**src/rtl/conv_result_stack.sv**
```systemverilog
module conv_result_stack #(
  parameter int DATA_W    = 12,
  parameter int DEPTH     = 4,
  parameter bit OVERWRITE = 1'b0
) (
  input  logic              clk,
  input  logic              rst_n,
  input  logic              conv_start_i,
  input  logic              stop_i,
  input  logic              nack_end_i,
  input  logic              rd_addr_i,
  input  logic              flush_i,
  input  logic              pop_i,
  input  logic              conv_done_i,
  input  logic [DATA_W-1:0] conv_data_i,
  output logic              conv_req_o,
  output logic [DATA_W-1:0] data_o,
  output logic              data_valid_o,
  output logic [$clog2(DEPTH+1)-1:0] count_o
);
  localparam int CW = $clog2(DEPTH+1);
  localparam int AW = (DEPTH > 1) ? $clog2(DEPTH) : 1;

  logic [DATA_W-1:0] mem [DEPTH];
  logic [CW-1:0]     cnt;
  logic              en;

  wire halt   = stop_i | nack_end_i | rd_addr_i | flush_i;
  wire clear  = flush_i | conv_start_i;
  wire full   = (cnt == CW'(DEPTH));
  wire push   = en & conv_done_i & ~clear & (~full | OVERWRITE);
  wire pop    = pop_i & ~en & ~clear & (cnt != '0);
  wire [AW-1:0] top = AW'(cnt - CW'(1));

  always_ff @(posedge clk or negedge rst_n) begin
    if (!rst_n)            en <= 1'b0;
    else if (halt)         en <= 1'b0;
    else if (conv_start_i) en <= 1'b1;
  end

  always_ff @(posedge clk or negedge rst_n) begin
    if (!rst_n)                cnt <= '0;
    else if (clear)            cnt <= '0;
    else if (push && !full)    cnt <= cnt + CW'(1);
    else if (pop)              cnt <= cnt - CW'(1);
  end

  for (genvar i = 0; i < DEPTH; i++) begin : g_slot
    always_ff @(posedge clk or negedge rst_n) begin
      if (!rst_n) mem[i] <= '0;
      else if (push) begin
        if (full) begin
          if (i == DEPTH-1) mem[i] <= conv_data_i;
          else              mem[i] <= mem[(i+1) % DEPTH];
        end else if (cnt == CW'(i)) begin
          mem[i] <= conv_data_i;
        end
      end
    end
  end

  assign conv_req_o   = en;
  assign count_o      = cnt;
  assign data_valid_o = (cnt != '0);
  assign data_o       = data_valid_o ? mem[top] : '0;

  p_start_r2: assert property (@(posedge clk) disable iff (!rst_n)
    (conv_start_i && !halt) |=> (conv_req_o && count_o == '0));
  p_no_overflow_r3: assert property (@(posedge clk) disable iff (!rst_n)
    count_o <= CW'(DEPTH));
  p_pop_dec_r4: assert property (@(posedge clk) disable iff (!rst_n)
    (pop_i && !conv_req_o && count_o != '0 && !flush_i && !conv_start_i)
      |=> (count_o == $past(count_o) - CW'(1)));
  p_rd_off_r5: assert property (@(posedge clk) disable iff (!rst_n)
    rd_addr_i |=> !conv_req_o);
  p_stop_off_r6: assert property (@(posedge clk) disable iff (!rst_n)
    stop_i |=> !conv_req_o);
  p_nack_off_r7: assert property (@(posedge clk) disable iff (!rst_n)
    nack_end_i |=> !conv_req_o);
  p_flush_r8: assert property (@(posedge clk) disable iff (!rst_n)
    flush_i |=> (count_o == '0 && !conv_req_o && !data_valid_o));
  p_full_hold_r9: assert property (@(posedge clk) disable iff (!rst_n)
    (count_o == CW'(DEPTH) && conv_done_i && !flush_i && !conv_start_i)
      |=> (count_o == CW'(DEPTH)));
  p_idle_done_r5: assert property (@(posedge clk) disable iff (!rst_n)
    (!conv_req_o && !pop_i && !flush_i && !conv_start_i) |=> $stable(count_o));
endmodule

```
**config.mk**
```make
export PLATFORM = sky130hd
export DESIGN_NAME = conv_result_stack
export DESIGN_NICKNAME = d
export VERILOG_FILES = /design/src/rtl/conv_result_stack.sv
export SDC_FILE = /design/constraint.sdc
export NUM_CORES = 1
export LEC_CHECK = 0
export BUFFER_PORTS_ARGS = -buffer_cell sky130_fd_sc_hd__buf_2
export CAP_MARGIN = 20
export CORE_MARGIN = 3
export CORE_UTILIZATION = 56
export CTS_CLUSTER_SIZE = 20
export DETAILED_ROUTE_END_ITERATION = 16
export GPL_ROUTABILITY_DRIVEN = 0
export GPL_TIMING_DRIVEN = 0
export PLACE_DENSITY = 0.87
export SYNTH_ARGS = -nofsm -noshare
export SYNTH_HDL_FRONTEND = slang
export SYNTH_SLANG_ARGS = --single-unit
export TNS_END_PERCENT = 1
```
**constraint.sdc**
```tcl
create_clock -name clk -period 3.65 [get_ports clk]
set_input_delay 0.73 -clock clk [delete_from_list [all_inputs] [get_ports clk]]
set_output_delay 0.73 -clock clk [all_outputs]
set_load 0.05 [all_outputs]
```
# After elaboration in Yosys (flattened, before gate mapping)

Cells that the tools add are included.

Bits in registers: 52
Input bits: 21
Output and inout port bits: 17
Logic and storage cells: 58

$add $sub $neg: 2
$lt $le $gt $ge: 1
Equal/unequal tests: 4
Muxes and demuxes: 17
Bitwise logic cells: 14
Reductions and logical operators: 14

Operators with widths:

| operator            | number |
|---|---|
| $mux 12             | 11 |
| $bmux 12 s2         | 1 |
| $reduce_bool 2->1   | 5 |
| $mux 3              | 3 |
| $reduce_and 2->1    | 4 |
| $and 1x1->1         | 6 |
| $eq 3x2->1 const B  | 2 |
| $reduce_bool 3->1   | 2 |
| $or 1x1->1          | 4 |
| $add 3x1->3 const B | 1 |
| $eq 3x1->1 const B  | 1 |
| $eq 3x3->1 const B  | 1 |
| $ge 3x3->1 const B  | 1 |
| $logic_not 3->1     | 1 |
| $not 1->1           | 3 |
| $not 2->3           | 1 |
| $sub 3x1->3 const B | 1 |
| $mux 1              | 2 |
| $logic_and 1x1->1   | 1 |
| $logic_not 1->1     | 1 |

# Longest topological paths before layout

Gate-level depths: netlist (run 1).

Word-level depth: 7
Depth in mapped cells: 10
Depth with buffers taken out: 6

# Worst setup path before layout (run 1)

OpenSTA, ideal clock, no wires.

Kind: register -> output
Start point: reg cnt[0], in the netlist count_o[0]
End point: out data_o[10]
Arrival time: 3.102 ns
Data required time: 2.920 ns
Setup slack: -0.182 ns
Stages on the path, launching flop included: 9
Path buffers: 4
Cells stage by stage: dfrtp_1 clkbuf_1 clkbuf_1 inv_1 ha_1 clkbuf_1 buf_2 mux4_2 and2_1

Cells in the longest elaborated chain, start to end: 6
Elaborated cells between the ends (all ways): 7
Those cells by class: add/sub: 1; mux: 4; bitwise: 1; reduce/logical: 1

RTL lines:

| item                                       | RTL line | RTL |
|---|---|---|
| start, declared                            | 25       | `logic [CW-1:0] cnt;` |
| start signal, assigned                     | 44       | `else if (push && !full) cnt <= cnt + CW'(1);` |
| start signal, assigned                     | 45       | `else if (pop) cnt <= cnt - CW'(1);` |
| $sub 3x1->3                                | --       |  |
| $not 2->3 (not written as such)            | 65       | `assign data_o = data_valid_o ? mem[top] : '0;` |
| $bmux 12 s2                                | 65       |  |
| $mux 12 (not written as such) (2 in a row) | 65       |  |
| $mux 12 (*)                                | 65       |  |
| end, declared                              | 17       | `output logic [DATA_W-1:0] data_o,` |

Mark *: on every way between the ends. The rest lies on a longest branch, timed or not. The select of a mux whose other input is x is not followed.

# Worst setup path in the final report (run 1)

Start point: reg cnt[0], in the netlist count_o[0]
End point: out data_o[8]

Same word-level chain as after synthesis.

==> reports/metrics.cfg, run 1 <==
[timing]
hold_ws_ns=0.3250
slew_headroom_pct=63.72
rsz0062_at_grt=no
worst_slew_pin_slew_ns=0.5442
finalCritPeriodShare_pct=93.59
fin_tns_setup_ns=0
setup_slack_ns=0.2338
finalSetupViolCount=0
final_max_slew_viol_count=0
finalCriticalPeriod_ns=3.416
finalClockSkew_ns=0.002995
max_freq_mhz=292.7
finalHoldViolCount=0

[worst_hold_path]
hold_path.class=in -> async

[global_route]
first_global_vias=1539
use_met1_pct=26.09
gr-max-usage-layer=met2
antenna_found_initial=0
grt_use_met3_pct=4.408
use_met2_pct=30.09
grt_pass1_wl_mm=7.534
overflow=0
grt_max_degree=40
grt_usage_pct=19.02

[die]
die_area_um2=5338
initial_utilization_pct=60.36
die_h_um=73.07
die_w_um=73.07
io_pins=38
num_rows=23
core-area_um2=4173

[worst_setup_path]
end_kind=output pin
critical_path.top_delay_family=buffers and inverters
crit_chain=clkbuf_4 > inv_1 > ha_2 > buf_4 > mux4_2 > and2_1 > buf_2
cp.arrival_ns=2.69
slowest_delay_ns=0.51
path_max_fanout=10
cp_slowest_cell=mux4_2
cp_num_buf_inv=4
r2r_slack_ns=1.36
required_ns=2.92
critPathKind=reg -> out
rr_startpoint=count_o[0]
r2r_end=mem[7]
reg2regPathDepth=9
crit_path_start_kind=flip-flop

[detailed_routing]
drt-vias-per-instance=5.731
drc=0
drtIter0Drc=87
vias=1513
ant_nets=0
drt_pass1_iterations=4
finalWirelength_mm=4.644
drt-wirelength-per-cell_um=17.59

[yosys]
syn_area_per_cell_um2=14.99
mappedNetlistArea_um2=2519
ys_ff_latch=52
ys_seq_area_share_pct=51.66
syn_inst=168
ys_types=28
syn_nets=194
yosysWarnings=0

[cells_and_area]
area_delta_synth_final_pct=15.25
final_common_cell=dfrtp_1
final_cell_mix=51 x dfrtp_1, 41 x buf_2, 39 x mux2_2
drive_above_1_share_pct=56.07
nets=240
final_area_um2=2903
n_antenna_cell=0

[clock_network]
cts_tree=yes
cts_made_buffers=5
clockBufferDepth=2
cts_root_buffer=clkbuf_8
clkTransAtPathRegs_ns=0.09
cts_max_level=2
cts_sinks=52
ctsHoldBuffers=0
clock_latency_ns=0.30

[pwr]
ir_worst_vdd_mv=0.2289
leakage_nw=1.515
power_per_cell_area_nw_per_um2=381.1

[placed_design]
place_ws_ns=-0.2761
place_area_um2=2789
port_buffers=37
hpwl_mm=3.205

[run_status]
status=finished clean

[job]
maxCapViolCount=0

==> area by class of cell <==
class	count	area (µm²)
plain buffers	8	50.05
clock buffers	6	82.58
clock inverters	1	8.758
fillers	289	1270
inverters	2	7.507
multi-input cells	104	1161
flip-flops and latches	52	1303
well taps	50	62.56
repair buffers	41	227.7
==> worst register-to-register path, cell delays in order (launching register included) <==
cell      delay [ns]
dfrtp_2         0.43
clkbuf_4        0.25
inv_1           0.10
ha_2            0.20
nand2_1         0.14
nand3_2         0.10
or3_1           0.32
buf_2           0.17
buf_6           0.17
mux2_4          0.30
==> how the worst max path moves through the flow <==
stage                    start          to  slack, ns  depth (start not counted)
global route        count_o[0]   data_o[8]        0.1                          7
floorplan           count_o[0]  data_o[10]       0.09                          8
global placement    count_o[0]   data_o[8]      -0.24                          9
detailed placement  count_o[0]   data_o[7]      -0.28                          9
CTS                 count_o[0]   data_o[8]       0.01                          7
finish              count_o[0]   data_o[8]       0.23                          7
==> routing by layer <==
metal  part of all wire [%]  vias to the layer above
li1                       -                      697
met1                     45                      783
met2                     50                       27
met3                    3.9                        6
met4                    1.4                        0
met5                      0                        -
==> flip-flops by register name, indices dropped and copies added, names as in the netlist <==
register and flops:
count_o 3, conv_req_o 1, mem 48
==> report_power, final <==
group | switching, W | internal, W
clock network | 0.000183 | 0.000152
logic | 0.0000970 | 0.0000676
registers | 0.0000122 | 0.000595
==> synth_stat cells <==
master / instances / share of area, %
dfrtp_1: 52 / 52
nand2b_1: 1 / 0.25
or2_2: 1 / 0.25
nor2_1: 1 / 0.15
and4bb_2: 1 / 0.50
a21o_1: 1 / 0.30
ha_1: 5 / 2.5
clkbuf_1: 4 / 0.60
nand4_1: 1 / 0.25
inv_1: 2 / 0.30
nand4b_1: 2 / 0.70
a221oi_1: 1 / 0.35
nor2b_1: 2 / 0.50
a21boi_0: 2 / 0.60
o31ai_1: 1 / 0.30
mux2_4: 9 / 5.4
nand3_2: 1 / 0.40
nor4_1: 1 / 0.25
buf_6: 1 / 0.45
or3_1: 1 / 0.25
and2_1: 13 / 3.2
mux4_2: 12 / 11
mux2_2: 39 / 17
nor3_1: 2 / 0.40
nand2_1: 5 / 0.75
o21a_1: 1 / 0.30
or2b_1: 1 / 0.30
buf_2: 5 / 0.99
==> what timing repair did <==
| item | in CTS | in global routing |
|---|---|---|
| buffers inserted | 0 | 3 |
| endpoints found under the setup margin | 12 | 7 |
| gates cloned | 0 | 0 |
| resized for setup | 2 | 2 |
==> metrics by stage <==
step	util [%]	total power, W	instances
4_1_cts	68.97	0.001114	261
3_3_place_gp	66.36	0.0007710	255
2_1_floorplan	-	0.0007174	168
3_5_place_dp	66.84	0.0007789	256
6_report	69.57	0.001106	264
5_1_grt	69.57	0.001150	264
==> cell families (layout without fill, tap and decap cells) <==
logic type / after synthesis / count (layout) / synth area share [%]
multiplexers: 60 / 60 / 33.53
AND/OR/NAND/NOR: 33 / 33 / 8.148
buffers and inverters: 12 / 58 / 2.335
adder cells (fa/ha/maj): 5 / 5 / 2.484
flip-flops: 52 / 52 / 51.66
AO/OA/AOI/OAI: 6 / 6 / 1.838
(Power assumes the default switching activity.)
==> run 2, diff against run 1 <==
--- a/config.mk
+++ b/config.mk
@@ -8,12 +8,12 @@
 export BUFFER_PORTS_ARGS = -buffer_cell sky130_fd_sc_hd__buf_2
 export CAP_MARGIN = 20
 export CORE_MARGIN = 3
-export CORE_UTILIZATION = 56
+export CORE_UTILIZATION = 40
 export CTS_CLUSTER_SIZE = 20
 export DETAILED_ROUTE_END_ITERATION = 16
 export GPL_ROUTABILITY_DRIVEN = 0
 export GPL_TIMING_DRIVEN = 0
-export PLACE_DENSITY = 0.87
+export PLACE_DENSITY = 0.67
 export SYNTH_ARGS = -nofsm -noshare
 export SYNTH_HDL_FRONTEND = slang
 export SYNTH_SLANG_ARGS = --single-unit
==> reports/metrics.cfg, run 2 (same netlist as run 1, synthesis figures left out) <==
[run_status]
status=finished clean

[cells_and_area]
num-fill-cells=548  ; +90%
largest-register=mem
largest_reg_flops=48  ; unchanged
final_common_cell=dfrtp_1
final_util_pct=48.77  ; -21 points
final_cell_mix=51 x dfrtp_1, 41 x buf_2, 39 x mux2_2
drive_above_1_share_pct=55.40  ; -0.68 points
n_antenna_cell=0  ; unchanged
nets=238  ; -0.83%
area_delta_synth_final_pct=16.69
final_area_um2=2939  ; +1.3%
finalNonFillerCells=288  ; +9.1%

[timing]
hold_ws_ns=0.3898  ; +0.06482 ns
finalSetupViolCount=0  ; unchanged
finalCritPeriodShare_pct=92.09  ; -1.5 points
finalCriticalPeriod_ns=3.361  ; -0.05473 ns
finalClockSkew_ns=0.008271  ; +0.005276 ns
max_freq_mhz=297.5  ; +1.6%
worst_slew_pin_slew_ns=0.5326  ; -0.01167 ns
fin_tns_setup_ns=0  ; unchanged
final_max_slew_viol_count=0  ; unchanged
finalHoldViolCount=0  ; unchanged
slew_headroom_pct=64.50  ; +0.78 points
rsz0062_at_grt=no

[detailed_routing]
finalWirelength_mm=4.685  ; +0.88%
drt-vias-per-instance=5.024  ; -12%
drc=0  ; unchanged
drtIter0Drc=50  ; -43%
vias=1447  ; -4.4%
drt_pass1_iterations=4  ; unchanged
drt-wirelength-per-cell_um=16.27  ; -7.5%
ant_nets=0  ; unchanged

[clock_network]
cts_sinks=52  ; unchanged
cts_tree=yes
clockBufferDepth=2  ; unchanged
clkTransAtPathRegs_ns=0.10  ; about the same
clock_latency_ns=0.30  ; about the same
cts_max_level=2  ; unchanged
cts_made_buffers=5  ; unchanged
ctsHoldBuffers=0  ; unchanged
cts_root_buffer=clkbuf_8

[die]
initial_utilization_pct=41.80  ; -19 points
num_rows=28  ; +22%
die_area_um2=7285  ; +36%
die_w_um=85.35  ; +17%
core-area_um2=6026  ; +44%
io_pins=38  ; unchanged
die_h_um=85.35  ; +17%

[pwr]
leakage_nw=1.513  ; -0.12%
power_per_cell_area_nw_per_um2=394.8  ; +3.6%
ir_worst_vdd_mv=0.2434  ; +6.3%

[worst_setup_path]
critPathKind=reg -> out
cp_slowest_cell=mux4_2
end_kind=output pin
slowest_delay_ns=0.51  ; about the same
path_max_fanout=10  ; unchanged
crit_path_start_kind=flip-flop
crit_chain=clkbuf_4 > inv_1 > ha_2 > buf_4 > mux4_2 > and2_1 > buf_2
required_ns=2.92  ; about the same
cp.arrival_ns=2.63  ; -0.06 ns

[global_route]
grt_max_degree=32  ; -20%
grt_pass1_wl_mm=7.652  ; +1.6%
antenna_found_initial=0  ; unchanged
grt_usage_pct=13.67  ; -5.4 points
overflow=0  ; unchanged
first_global_vias=1523  ; -1.0%

[job]
maxCapViolCount=0  ; unchanged

[placed_design]
dp.cells=281  ; +9.8%
place_area_um2=2820  ; +1.1%
port_buffers=37  ; unchanged
hpwl_mm=3.300  ; +3.0%

[worst_hold_path]
hold_path.class=in -> async

[run 2: cell count changes in the layout (fill, tap and decap cells not counted), sizes merged]
cell,change
clkinv,-1
bufinv,+1
inv,+1
buf,-2
[run 2: worst paths after layout]
check / from / to / slack (ns) / depth (start not counted)
worst max-delay path: count_o[0] / data_o[7] / 0.29 / 7
worst min-delay path: rst_n / mem[10] / 0.39 / 1
worst max register to register: count_o[0] / mem[3] / 1.43 / 9
worst min register to register: mem[17] / mem[17] / 0.50 / 1
max in group asynchronous: rst_n / mem[35] / 2.71 / 2
min in group clk: mem[17] / mem[17] / 0.50 / 1
[run 2: per-stage QoR]
stage          worst slack [ns]  total power, W
4_1_cts                 0.07101        0.001173
5_1_grt                  0.1529        0.001220
2_1_floorplan           0.09067       0.0007174
3_3_place_gp            -0.2859       0.0007750
6_report                 0.2885        0.001160
3_5_place_dp            -0.3155       0.0007800
[run 2: area by class of cell]
| cell class | instances | area [µm²] | area share, % |
|---|---|---|---|
| clock buffers | 6 | 72.57 | 2.469 |
| repair buffers | 39 | 212.7 | 7.237 |
| inverters | 2 | 7.507 | 0.2554 |
| well taps | 75 | 93.84 | 3.193 |
| flip-flops and latches | 52 | 1303 | 44.32 |
| multi-input cells | 104 | 1161 | 39.51 |
| clock inverters | 2 | 38.79 | 1.320 |
| plain buffers | 8 | 50.05 | 1.703 |
[run 2: where the power goes]
part	internal [W]	total [W]	switching, W
registers	0.000595	0.000606	0.0000110
logic	0.0000654	0.000163	0.0000978
clock network	0.000207	0.000391	0.000184
[run 2: worst max-delay path: cells and delay by family (launching register included)]
family,cells,cell delay [ns]
buffers and inverters,4,0.81
multiplexers,1,0.51
adder cells (fa/ha/maj),1,0.44
flip-flops,1,0.39
AND/OR/NAND/NOR,1,0.18
[run 2: layer usage]
metal | routed length (µm) | global-route usage [%] | vias to the layer above
li1 | - | - | 696
met1 | 2154 | 17.90 | 731
met2 | 2331 | 23.02 | 16
met4 | 44 | 3.885 | 0
met3 | 155 | 2.816 | 4
met5 | 0 | 0 | -
[run 2: timing repair]
item / 4_1_cts / 5_1_grt
buffers inserted: 0 / 1
setup endpoints to repair: 12 / 7
resized for setup: 3 / 0
==> run 3, diff against run 2 <==
==> constraint.sdc (replaced) <==
create_clock -name clk -period 3.65 [get_ports clk]
set_input_delay 0 -clock clk [delete_from_list [all_inputs] [get_ports clk]]
set_output_delay 0 -clock clk [all_outputs]
set_load 0.05 [all_outputs]
==> reports/metrics.cfg, run 3 (same netlist as run 1, synthesis figures left out) <==
[global_route]
grt_pass1_wl_mm=8.659  ; +13%
grt_usage_pct=15.38  ; +1.7 points
antenna_found_initial=0  ; unchanged
grt_max_degree=28  ; -13%
overflow=0  ; unchanged
first_global_vias=1701  ; +12%

[worst_setup_path]
cp.arrival_ns=3.34  ; +0.71 ns
critPathKind=reg -> out
required_ns=3.65  ; +0.73 ns
cp_num_buf_inv=5  ; +1
path_max_fanout=10  ; unchanged
crit_chain=clkbuf_1 > clkbuf_2 > inv_1 > ha_1 > clkbuf_4 > mux4_2 > and2_1 > buf_2
cp_slowest_cell=mux4_2
crit_path_start_kind=flip-flop
critical_path.top_delay_family=buffers and inverters
end_kind=output pin
slowest_delay_ns=0.53  ; +0.02 ns

[cells_and_area]
final_cell_mix=52 x dfrtp_1, 41 x buf_2, 39 x mux2_2
n_antenna_cell=0  ; unchanged
largest_reg_flops=48  ; unchanged
largest-register=mem
area_delta_synth_final_pct=24.54
nets=254  ; +6.7%
final_common_cell=dfrtp_1
num-fill-cells=535  ; -2.4%
drive_above_1_share_pct=50.66  ; -4.7 points
final_area_um2=3137  ; +6.7%

[timing]
slew_headroom_pct=58.58  ; -5.9 points
finalClockSkew_ns=0.003303  ; -0.004969 ns
finalCritPeriodShare_pct=91.57  ; -0.53 points
finalHoldViolCount=0  ; unchanged
finalSetupViolCount=0  ; unchanged
worst_slew_pin_slew_ns=0.6214  ; +0.08882 ns
fin_tns_setup_ns=0  ; unchanged
max_freq_mhz=299.2  ; +0.57%
rsz0062_at_grt=no
setup_slack_ns=0.3077  ; +0.01918 ns
final_max_slew_viol_count=0  ; unchanged
finalCriticalPeriod_ns=3.342  ; -0.01918 ns

[clock_network]
clock_latency_ns=0.31  ; about the same
cts_sinks=52  ; unchanged
cts_root_buffer=clkbuf_8
clockBufferDepth=2  ; unchanged
cts_setup_buffers=0  ; unchanged
clkTransAtPathRegs_ns=0.09  ; about the same
cts_max_level=2  ; unchanged
cts_made_buffers=5  ; unchanged
cts_tree=yes

[placed_design]
place_ws_ns=0.1058  ; +0.4213 ns
hpwl_mm=3.422  ; +3.7%
port_buffers=37  ; unchanged
place_area_um2=2818  ; about the same

[detailed_routing]
drc=0  ; unchanged
ant_nets=0  ; unchanged
drtIter0Drc=64  ; +28%
finalWirelength_mm=4.997  ; +6.7%
drt_pass1_iterations=4  ; unchanged
drt-wirelength-per-cell_um=16.44  ; +1.0%
vias=1545  ; +6.8%
drt-vias-per-instance=5.082  ; +1.2%

[pwr]
swShare_pct=23.09  ; -2.2 points
leakage_nw=1.606  ; +6.1%
p_switching_w=0.0003032  ; +3.5%
p_seq_share_pct=46.1  ; -6.1 points
p_int_w=0.001010  ; +16%
power_per_cell_area_nw_per_um2=418.7  ; +6.1%
clkPwrFrac_pct=40.7  ; +7.0 points
combPwrFrac_pct=13.2  ; -0.9 points
ir_worst_vdd_mv=0.2783  ; +14%

[die]
die_h_um=85.35  ; unchanged
initial_utilization_pct=41.80  ; unchanged
io_pins=38  ; unchanged
die_w_um=85.35  ; unchanged
num_rows=28  ; unchanged
core-area_um2=6026  ; unchanged
die_area_um2=7285  ; unchanged

[worst_hold_path]
hold_path.class=in -> reg

[job]
maxCapViolCount=0  ; unchanged

[run_status]
status=finished clean

## run 3: power groups by stage
stage | Clock [W] | Combinational, W | Sequential [W]
after floorplan | 0 | 0.0000923 | 0.000625
after CTS | 0.000545 | 0.000176 | 0.000606
after global routing | 0.000569 | 0.000192 | 0.000609
after detailed placement | 0 | 0.000164 | 0.000617
after global placement | 0 | 0.000158 | 0.000616
final | 0.000535 | 0.000173 | 0.000606
## run 3: metrics by stage
step                      hold slack, ns  instances  utilization, %  total power [W]
after floorplan                  -0.2956        168               -        0.0007170
after global placement            0.2515        280           46.43        0.0007741
after detailed placement         0.04783        281           46.76        0.0007808
after CTS                        0.05895        305           52.08         0.001327
after global routing              0.1054        304           52.06         0.001369
final                            0.05577        304           52.06         0.001313
## run 3: final timing paths
| path | from | end | slack [ns] | cells after the start |
|---|---|---|---|---|
| min in group asynchronous | rst_n | mem[45] | 0.23 | 2 |
| max in group asynchronous | rst_n | mem[24] | 2.86 | 3 |
| worst max-delay path | count_o[0] | data_o[4] | 0.31 | 8 |
| worst min register to register | mem[12] | mem[12] | 0.51 | 1 |
| worst min-delay path | conv_start_i | count_o[2] | 0.06 | 4 |
| worst max register to register | count_o[0] | mem[5] | 0.84 | 10 |
## run 3: layout make-up
cell class	instances	area [µm²]	area share, %
Multi-Input combinational cell	104	1159	36.94
Clock buffer	5	68.82	2.194
Tap cell	75	93.84	2.992
Sequential cell	52	1301	41.48
Inverter	2	7.507	0.2393
Buffer	9	51.30	1.635
Timing Repair Buffer	54	365.4	11.65
Clock inverter	3	90.09	2.872
## run 3: timing repair
item / in CTS / in global routing
hold buffers: 16 / 0
endpoints found under the hold margin: 74 / 0
setup endpoints to repair: 8 / 7
gates resized for setup: 1 / 1
pin swaps: 0 / 0
## run 3: worst register-to-register path: stages (launching register included)
cell and delay (ns):
dfrtp_1 0.42, clkbuf_1 0.37, clkbuf_2 0.37, inv_1 0.14
ha_1 0.23, nand2_1 0.14, nand3_2 0.09, or3_1 0.30
buf_2 0.17, buf_6 0.17, mux2_4 0.30
## run 3: per-layer routing
layer  routed length (µm)  global-route usage [%]  up-vias
met2                 2419                   25.21       26
met5                    0                       0        -
met4                   80                   5.180        0
met3                  191                   2.718        8
met1                 2306                   20.70      784
li1                     -                       -      727
